**src/rtl/tlb_maint_pkg.sv**
```systemverilog
package tlb_maint_pkg;
    localparam int TAG_W  = 20;
    localparam int ASID_W = 8;
    localparam int DATA_W = 24;
    localparam int N_ENT  = 8;
    localparam int IDX_W  = $clog2(N_ENT);
    localparam int TR_W   = TAG_W + ASID_W + 2;
    localparam int CMD_W  = 9;

    // command word bit positions
    localparam int B_SRCH = 8;
    localparam int B_CALL = 7;
    localparam int B_CUNL = 6;
    localparam int B_CASD = 5;
    localparam int B_ISEL = 4;
    localparam int B_ADRS = 3;
    localparam int B_RD   = 2;
    localparam int B_ACC  = 1;
    localparam int B_UPD  = 0;

    typedef struct packed {
        logic [TAG_W-1:0]  tag;
        logic [ASID_W-1:0] asid;
        logic              lock;
        logic              valid;
    } tlb_tag_t;

    typedef enum logic [2:0] {
        OP_NONE, OP_CALL, OP_CUNL, OP_CASD, OP_SRCH, OP_ACC, OP_UPD
    } tlb_op_t;

    typedef enum logic {S_IDLE, S_EXEC} ctl_state_t;
endpackage

```
**src/rtl/tlb_array.sv**
```systemverilog
module tlb_array
    import tlb_maint_pkg::*;
(
    input  logic              clk,
    input  logic              rst_n,
    input  logic              clr_all,
    input  logic              clr_unl,
    input  logic              clr_asid,
    input  logic [ASID_W-1:0] cur_asid,
    input  logic              wr_en,
    input  logic [IDX_W-1:0]  idx,
    input  tlb_tag_t          wr_tag,
    input  logic [DATA_W-1:0] wr_data,
    output tlb_tag_t          rd_tag,
    output logic [DATA_W-1:0] rd_data,
    input  logic [TAG_W-1:0]  probe_tag,
    output logic              hit,
    output logic [IDX_W-1:0]  hit_idx,
    output logic [N_ENT-1:0]  lock_vec
);
    tlb_tag_t          tags [N_ENT];
    logic [DATA_W-1:0] data [N_ENT];
    logic [N_ENT-1:0]  valid_vec;

    always_ff @(posedge clk) begin
        for (int i = 0; i < N_ENT; i++) begin
            if (!rst_n || clr_all) begin
                tags[i] <= '0;
            end else if (clr_unl && !tags[i].lock) begin
                tags[i].valid <= 1'b0;
            end else if (clr_asid && !tags[i].lock && tags[i].asid == cur_asid) begin
                tags[i].valid <= 1'b0;
            end else if (wr_en && idx == IDX_W'(i)) begin
                tags[i] <= wr_tag;
            end
            if (!rst_n)
                data[i] <= '0;
            else if (wr_en && idx == IDX_W'(i))
                data[i] <= wr_data;
        end
    end

    assign rd_tag  = tags[idx];
    assign rd_data = data[idx];

    always_comb begin
        hit     = 1'b0;
        hit_idx = '0;
        for (int i = 0; i < N_ENT; i++) begin
            valid_vec[i] = tags[i].valid;
            lock_vec[i]  = tags[i].lock;
        end
        for (int i = N_ENT - 1; i >= 0; i--) begin
            if (tags[i].valid && tags[i].tag == probe_tag && tags[i].asid == cur_asid) begin
                hit     = 1'b1;
                hit_idx = IDX_W'(i);
            end
        end
    end

    p_clear_all_empties_r4: assert property (@(posedge clk) disable iff (!rst_n)
        clr_all |=> (valid_vec == '0 && lock_vec == '0));
    p_clear_unl_drops_unlocked_r5: assert property (@(posedge clk) disable iff (!rst_n)
        clr_unl && !clr_all |=> (valid_vec & ~lock_vec) == '0);
    p_clear_unl_keeps_locked_r5: assert property (@(posedge clk) disable iff (!rst_n)
        clr_unl && !clr_all |=> (valid_vec & lock_vec) == $past(valid_vec & lock_vec));
    p_clear_asid_keeps_locked_r6: assert property (@(posedge clk) disable iff (!rst_n)
        clr_asid && !clr_all && !clr_unl |=> (valid_vec & lock_vec) == $past(valid_vec & lock_vec));
endmodule

```
**src/rtl/rr_victim.sv**
```systemverilog
module rr_victim
    import tlb_maint_pkg::*;
(
    input  logic             clk,
    input  logic             rst_n,
    input  logic             clr,
    input  logic             adv,
    input  logic [N_ENT-1:0] lock_vec,
    output logic [IDX_W-1:0] victim,
    output logic             none_free
);
    logic [IDX_W-1:0] ptr;

    always_comb begin
        logic [IDX_W-1:0] cand;
        victim    = ptr;
        none_free = 1'b1;
        for (int k = N_ENT - 1; k >= 0; k--) begin
            cand = IDX_W'((int'(ptr) + k) % N_ENT);
            if (!lock_vec[cand]) begin
                victim    = cand;
                none_free = 1'b0;
            end
        end
    end

    always_ff @(posedge clk) begin
        if (!rst_n || clr)
            ptr <= '0;
        else if (adv && !none_free)
            ptr <= (victim == IDX_W'(N_ENT - 1)) ? '0 : IDX_W'(victim + 1'b1);
    end

    p_all_locked_hold_r10: assert property (@(posedge clk) disable iff (!rst_n)
        adv && none_free && !clr |=> $stable(ptr));
    p_ptr_follows_victim_r10: assert property (@(posedge clk) disable iff (!rst_n)
        adv && !none_free && !clr |=> ptr != $past(victim));
endmodule

```
**src/rtl/tlb_maint_ctrl.sv**
```systemverilog
module tlb_maint_ctrl
    import tlb_maint_pkg::*;
(
    input  logic              clk,
    input  logic              rst_n,
    input  logic              cmd_we,
    input  logic [CMD_W-1:0]  cmd_wdata,
    output logic [CMD_W-1:0]  cmd_rdata,
    input  logic              ar_we,
    input  logic [TAG_W-1:0]  ar_wdata,
    input  logic              asid_we,
    input  logic [ASID_W-1:0] asid_wdata,
    input  logic              tr_we,
    input  logic [TR_W-1:0]   tr_wdata,
    output logic [TR_W-1:0]   tr_rdata,
    input  logic              dr_we,
    input  logic [DATA_W-1:0] dr_wdata,
    output logic [DATA_W-1:0] dr_rdata,
    output logic [IDX_W-1:0]  alloc_idx,
    output logic              srch_hit,
    output logic              done
);
    ctl_state_t        state;
    tlb_op_t           op_q;
    logic              cfg_isel, cfg_adr, cfg_rd;
    logic [TAG_W-1:0]  ar_q;
    logic [ASID_W-1:0] asid_q;
    tlb_tag_t          tr_q;
    logic [DATA_W-1:0] dr_q;
    logic [IDX_W-1:0]  alloc_q;
    logic              hit_q, done_q;

    function automatic tlb_op_t decode(input logic [CMD_W-1:0] c);
        if (c[B_CALL]) return OP_CALL;
        if (c[B_CUNL]) return OP_CUNL;
        if (c[B_CASD]) return OP_CASD;
        if (c[B_SRCH]) return OP_SRCH;
        if (c[B_ACC])  return OP_ACC;
        if (c[B_UPD])  return OP_UPD;
        return OP_NONE;
    endfunction

    logic exec;
    logic [IDX_W-1:0] acc_idx;
    assign exec    = (state == S_EXEC);
    assign acc_idx = cfg_adr ? ar_q[IDX_W-1:0] : alloc_q;

    tlb_tag_t          rd_tag_v   [2];
    logic [DATA_W-1:0] rd_data_v  [2];
    logic              hit_v      [2];
    logic [IDX_W-1:0]  hit_idx_v  [2];
    logic [IDX_W-1:0]  victim_v   [2];
    logic              none_v     [2];

    // index 0: data buffer, index 1: instruction buffer
    for (genvar t = 0; t < 2; t++) begin : g_tlb
        logic             sel_me;
        logic [N_ENT-1:0] locks;
        assign sel_me = (cfg_isel == 1'(t));

        tlb_array u_arr (
            .clk       (clk),
            .rst_n     (rst_n),
            .clr_all   (exec && op_q == OP_CALL),
            .clr_unl   (exec && op_q == OP_CUNL),
            .clr_asid  (exec && op_q == OP_CASD),
            .cur_asid  (asid_q),
            .wr_en     (exec && op_q == OP_ACC && !cfg_rd && sel_me),
            .idx       (acc_idx),
            .wr_tag    (tr_q),
            .wr_data   (dr_q),
            .rd_tag    (rd_tag_v[t]),
            .rd_data   (rd_data_v[t]),
            .probe_tag (ar_q),
            .hit       (hit_v[t]),
            .hit_idx   (hit_idx_v[t]),
            .lock_vec  (locks)
        );

        rr_victim u_rr (
            .clk       (clk),
            .rst_n     (rst_n),
            .clr       (exec && op_q == OP_CALL),
            .adv       (exec && op_q == OP_UPD && sel_me),
            .lock_vec  (locks),
            .victim    (victim_v[t]),
            .none_free (none_v[t])
        );
    end

    // state register
    always_ff @(posedge clk) begin
        if (!rst_n) begin
            state    <= S_IDLE;
            op_q     <= OP_NONE;
            cfg_isel <= 1'b0;
            cfg_adr  <= 1'b0;
            cfg_rd   <= 1'b0;
        end else begin
            unique case (state)
                S_IDLE: if (cmd_we) begin
                    state    <= S_EXEC;
                    op_q     <= decode(cmd_wdata);
                    cfg_isel <= cmd_wdata[B_ISEL];
                    cfg_adr  <= cmd_wdata[B_ADRS];
                    cfg_rd   <= cmd_wdata[B_RD];
                end
                S_EXEC: state <= S_IDLE;
            endcase
        end
    end

    // outputs and software-visible registers
    always_ff @(posedge clk) begin
        if (!rst_n) begin
            ar_q    <= '0;
            asid_q  <= '0;
            tr_q    <= '0;
            dr_q    <= '0;
            alloc_q <= '0;
            hit_q   <= 1'b0;
            done_q  <= 1'b0;
        end else begin
            done_q <= exec;
            if (ar_we)   ar_q   <= ar_wdata;
            if (asid_we) asid_q <= asid_wdata;
            if (exec && op_q == OP_ACC && cfg_rd) begin
                tr_q <= rd_tag_v[cfg_isel];
                dr_q <= rd_data_v[cfg_isel];
            end else begin
                if (tr_we) tr_q <= tr_wdata;
                if (dr_we) dr_q <= dr_wdata;
            end
            if (exec && op_q == OP_SRCH) begin
                hit_q <= hit_v[cfg_isel];
                if (hit_v[cfg_isel]) alloc_q <= hit_idx_v[cfg_isel];
            end
            if (exec && op_q == OP_UPD && !none_v[cfg_isel])
                alloc_q <= victim_v[cfg_isel];
        end
    end

    assign cmd_rdata = {4'b0, cfg_isel, cfg_adr, cfg_rd, 2'b0};
    assign tr_rdata  = tr_q;
    assign dr_rdata  = dr_q;
    assign alloc_idx = alloc_q;
    assign srch_hit  = hit_q;
    assign done      = done_q;

    p_done_follows_exec_r3: assert property (@(posedge clk) disable iff (!rst_n)
        exec |=> done && state == S_IDLE);
    p_done_single_r3: assert property (@(posedge clk) disable iff (!rst_n)
        done |=> !done);
    p_miss_keeps_alloc_r7: assert property (@(posedge clk) disable iff (!rst_n)
        exec && op_q == OP_SRCH && !hit_v[cfg_isel] |=> !srch_hit && $stable(alloc_idx));
    p_hit_loads_index_r7: assert property (@(posedge clk) disable iff (!rst_n)
        exec && op_q == OP_SRCH && hit_v[cfg_isel] |=> srch_hit && alloc_idx == $past(hit_idx_v[cfg_isel]));
    p_strobes_read_zero_r2: assert property (@(posedge clk) disable iff (!rst_n)
        cmd_we && state == S_IDLE |=> cmd_rdata[B_ISEL] == $past(cmd_wdata[B_ISEL]));
endmodule

```
**config.mk**
```make
export PLATFORM = sky130hd
export DESIGN_NAME = tlb_maint_ctrl
export DESIGN_NICKNAME = d
export VERILOG_FILES = /design/src/rtl/tlb_maint_pkg.sv /design/src/rtl/tlb_array.sv /design/src/rtl/rr_victim.sv /design/src/rtl/tlb_maint_ctrl.sv
export SDC_FILE = /design/constraint.sdc
export NUM_CORES = 2
export LEC_CHECK = 0
export ABC_AREA = 1
export BUFFER_PORTS_ARGS = -buffer_cell sky130_fd_sc_hd__buf_2
export CORE_ASPECT_RATIO = 0.8
export CORE_MARGIN = 2
export CORE_UTILIZATION = 52
export DETAILED_ROUTE_END_ITERATION = 8
export PLACE_DENSITY = 0.74
export SETUP_SLACK_MARGIN = 0.4
export SLEW_MARGIN = 5
export SYNTH_ARGS = -nofsm -noshare
export SYNTH_HDL_FRONTEND = slang
export SYNTH_SLANG_ARGS = --single-unit
```
**constraint.sdc**
```tcl
create_clock -name clk -period 3.8 [get_ports clk]
set_input_delay 0.38 -clock clk [delete_from_list [all_inputs] [get_ports clk]]
set_output_delay 0.38 -clock clk [all_outputs]
set_load 0.005 [all_outputs]
```
==> impl_metrics.py <==
metrics = {
    "status": {
        "status": "finished, final reports clean",
    },
    "placed_design": {
        "gp_congestion": 1.10,
        "hpwl_um": 150000,
        "io_buffers": 159,
    },
    "power_and_ir_drop": {
        "p_int_mw": 18.8,
        "power_mw": 26.0,
        "switchingPower_mw": 7.22,
        "pwr-share-seq_pct": 47.4,
        "cellPowerDensity_nw_per_um2": 470,
        "pwr-share-clk_pct": 39.9,
        "comb_power_share_pct": 12.7,
        "peakVddDrop_mv": 0.378,
        "p_leak_nw": 21.2,
        "switching_share_pct": 27.8,
    },
    "floorplan": {
        "start_util_pct": 52.4,
        "num_rows": 100,
        "die_area_um2": 96100,
        "core_um2": 93000,
        "die_h_um": 278,
        "die-width_um": 346,
        "ios": 166,
    },
    "timing": {
        "setup_tns_ns": 0,
        "rsz0062_at_grt": "true",
        "min_period_ns": 3.34,
        "post-route-period-util_pct": 88.0,
        "tightest_slew_ns": 1.29,
        "drv_slew": 0,
        "relSlewSlack_pct": 13.7,
        "whs_ns": 0.0157,
        "fmax_ghz": 0.299,
        "final_hold_viol_count": 0,
        "finalClockSkew_ns": 0.0230,
        "finalSetupViolCount": 0,
    },
    "synthesis": {
        "seq_area_frac_synth_pct": 57.4,
        "synth_area_leaders": "edfxtp_1, nor2_1, nand2_1",
        "netlist_area_um2": 48700,
        "yosysTopAreaCell": "edfxtp_1",
        "synth_top_area_share_pct": 53.3,
        "ys_ff_latch": 964,
        "synth_edf_count": 864,
        "syn_inst": 5342,
        "ys_warn_count": 0,
        "yosysUniqueCellTypes": 52,
        "synth_async_sr_flop_share_pct": 0,
        "synth-main-ff-cell": "edfxtp_1",
        "avgSynthCellArea_um2": 9.12,
    },
    "detailed_routing": {
        "drc": 0,
        "routed_wl_um": 222000,
        "drtIter0Drc": 8401,
        "wl_per_cell_um": 32.8,
        "drtPass1Iterations": 9,
        "ant_nets": 0,
        "vias_per_cell": 6.62,
        "vias": 44800,
    },
    "clock_network": {
        "clk_path_buf_depth": 3,
        "clock-root-buffer": "clkbuf_16",
        "cts_sinks": 964,
        "numCtsBuffers": 99,
        "clk_pin_slew_ns": 0.07,
        "cts_tree": "built",
        "clk_latency_ns": 0.69,
        "h-tree-depth": 3,
    },
    "worst_setup_path": {
        "cp-start-kind": "register",
        "criticalPathCategory": "reg -> reg",
        "arrival_ns": 3.95,
        "cp-end-kind": "register",
        "path_max_fanout": 19,
        "required_ns": 4.41,
        "r2r_setup_slack_ns": 0.46,
    },
    "layout": {
        "finalNetCount": 5558,
        "area_delta_synth_final_pct": 13.5,
        "fillers": 8014,
        "drive_gt1_share_pct": 11.5,
    },
    "global_route": {
        "globalRouteTotalUtil_pct": 45.3,
        "grt_pass1_vias": 40700,
        "antenna_found_initial": 13,
        "grt_pass1_wl_um": 308000,
        "grt_start_max_net_pins": 88,
        "overflow": 0,
    },
    "min_path": {
        "worstHoldPathType": "in -> reg",
    },
    "job": {
        "drv_cap": 0,
    },
}
## critical path, stage by stage (launching register included)
cell	delay, ns
dfxtp_1	0.53
nand2_2	0.13
o21ai_4	0.13
nand2_2	0.40
buf_12	0.32
o2111ai_1	0.96
o311ai_0	0.31
nand2_1	0.22
o21ai_0	0.10
a21oi_1	0.14
## cells in the final DEF, fill, tap and decap left out, types with 47 or more instances in the layout
cell type  count
clkbuf_16    108
nor2_1      1081
o22ai_1      149
a22oi_1      203
buf_2        159
a21oi_1      174
inv_1        387
xor2_1       107
edfxtp_1     864
buf_12        47
nand4_1      111
buf_4        179
xnor2_1       52
nand2_1      945
o21ai_0      189
nand3_1      233
dfxtp_1       94
## state kept, by name (all words and copies together), names as in the netlist
| register | flops |
|---|---|
| g_tlb.u_arr.data | 384 |
| asid_q | 8 |
| done | 1 |
| cfg_adr | 1 |
| exec | 1 |
| alloc_idx | 3 |
| dr_rdata | 24 |
| g_tlb.u_rr.ptr | 6 |
| cfg_rd | 1 |
| cfg_isel | 1 |
| g_tlb.u_arr.tags | 480 |
| tr_rdata | 30 |
| ar_q | 20 |
| op_q | 3 |
| srch_hit | 1 |
## what timing repair did
item,CTS,global route
hold buffers,14,0
setup buffers,0,3
gates resized for setup,0,9
hold endpoints to repair,11,0
setup endpoints to repair,0,12
## per-layer routing
metal	part of all wire (%)	vias to the layer above	wire length, um	GRT usage, %
met5	0.051	-	114	0
met4	4.1	14	9140	16.0
met3	19	606	43200	22.3
met2	38	4213	85200	59.1
met1	38	21500	84100	64.4
li1	-	18500	-	-
## final timing paths
kind	from	end	cells after the start
setup reg to reg	cfg_adr$_SDFFE_PN0P_	tr_rdata[10]$_SDFFE_PN0P_	9
setup / recovery	cfg_adr$_SDFFE_PN0P_	tr_rdata[10]$_SDFFE_PN0P_	9
hold / removal	ar_wdata[9]	ar_q[9]$_SDFFE_PN0P_	3
hold reg to reg	exec$_SDFF_PP0_	done$_SDFF_PN0_	2
## synth_stat cells (all sizes together), types with 31 or more instances
library cell     n
nor2          1085
nand2          975
edfxtp         864
inv            407
nand3          236
clkbuf         224
o21ai          220
a22oi          203
a21oi          175
buf            171
o22ai          149
nand4          111
xor2           109
dfxtp          100
xnor2           53
a221oi          42
o211ai          39
nor3            38
o2111ai         31
## layout make-up
cell class	instances	area (um2)	share of cell area, %
Clock buffer	138	2860	5.16
Multi-Input combinational cell	3577	17600	31.8
Sequential cell	964	28000	50.6
Clock inverter	47	552	0.998
Antenna cell	5	12.5	0.0226
Tap cell	1224	1530	2.77
Inverter	411	1580	2.85
Timing Repair Buffer	399	3220	5.83
## power groups by stage
stage	logic, mW	registers, mW	clock network (mW)
final	3.30	12.3	10.4
after global routing	3.38	12.3	10.7
after CTS	3.09	12.3	10.4
after detailed placement	3.07	12.5	0
after global placement	3.06	12.5	0
after floorplan	1.66	12.3	0
## stage by stage
stage	setup slack [ns]	instances	cell area [um2]	util, %
3_5_place_dp	0.467	6558	51700	55.6
5_1_grt	0.375	6761	55300	59.5
3_3_place_gp	0.428	6558	51700	55.6
4_1_cts	0.457	6757	55200	59.4
6_report	0.458	6765	55300	59.5
2_1_floorplan	1.16	5347	48700	-
## cell families after synthesis
family	count (synthesis)	share of synthesized area [%]
other	1	0.00770
buffers and inverters	806	6.81
AND/OR/NAND/NOR	2485	20.7
XOR/XNOR	162	2.96
flip-flops	964	57.4
AO/OA/AOI/OAI	916	11.9
adder cells (fa/ha/maj)	8	0.206
Power figures use the tool's default switching activity.
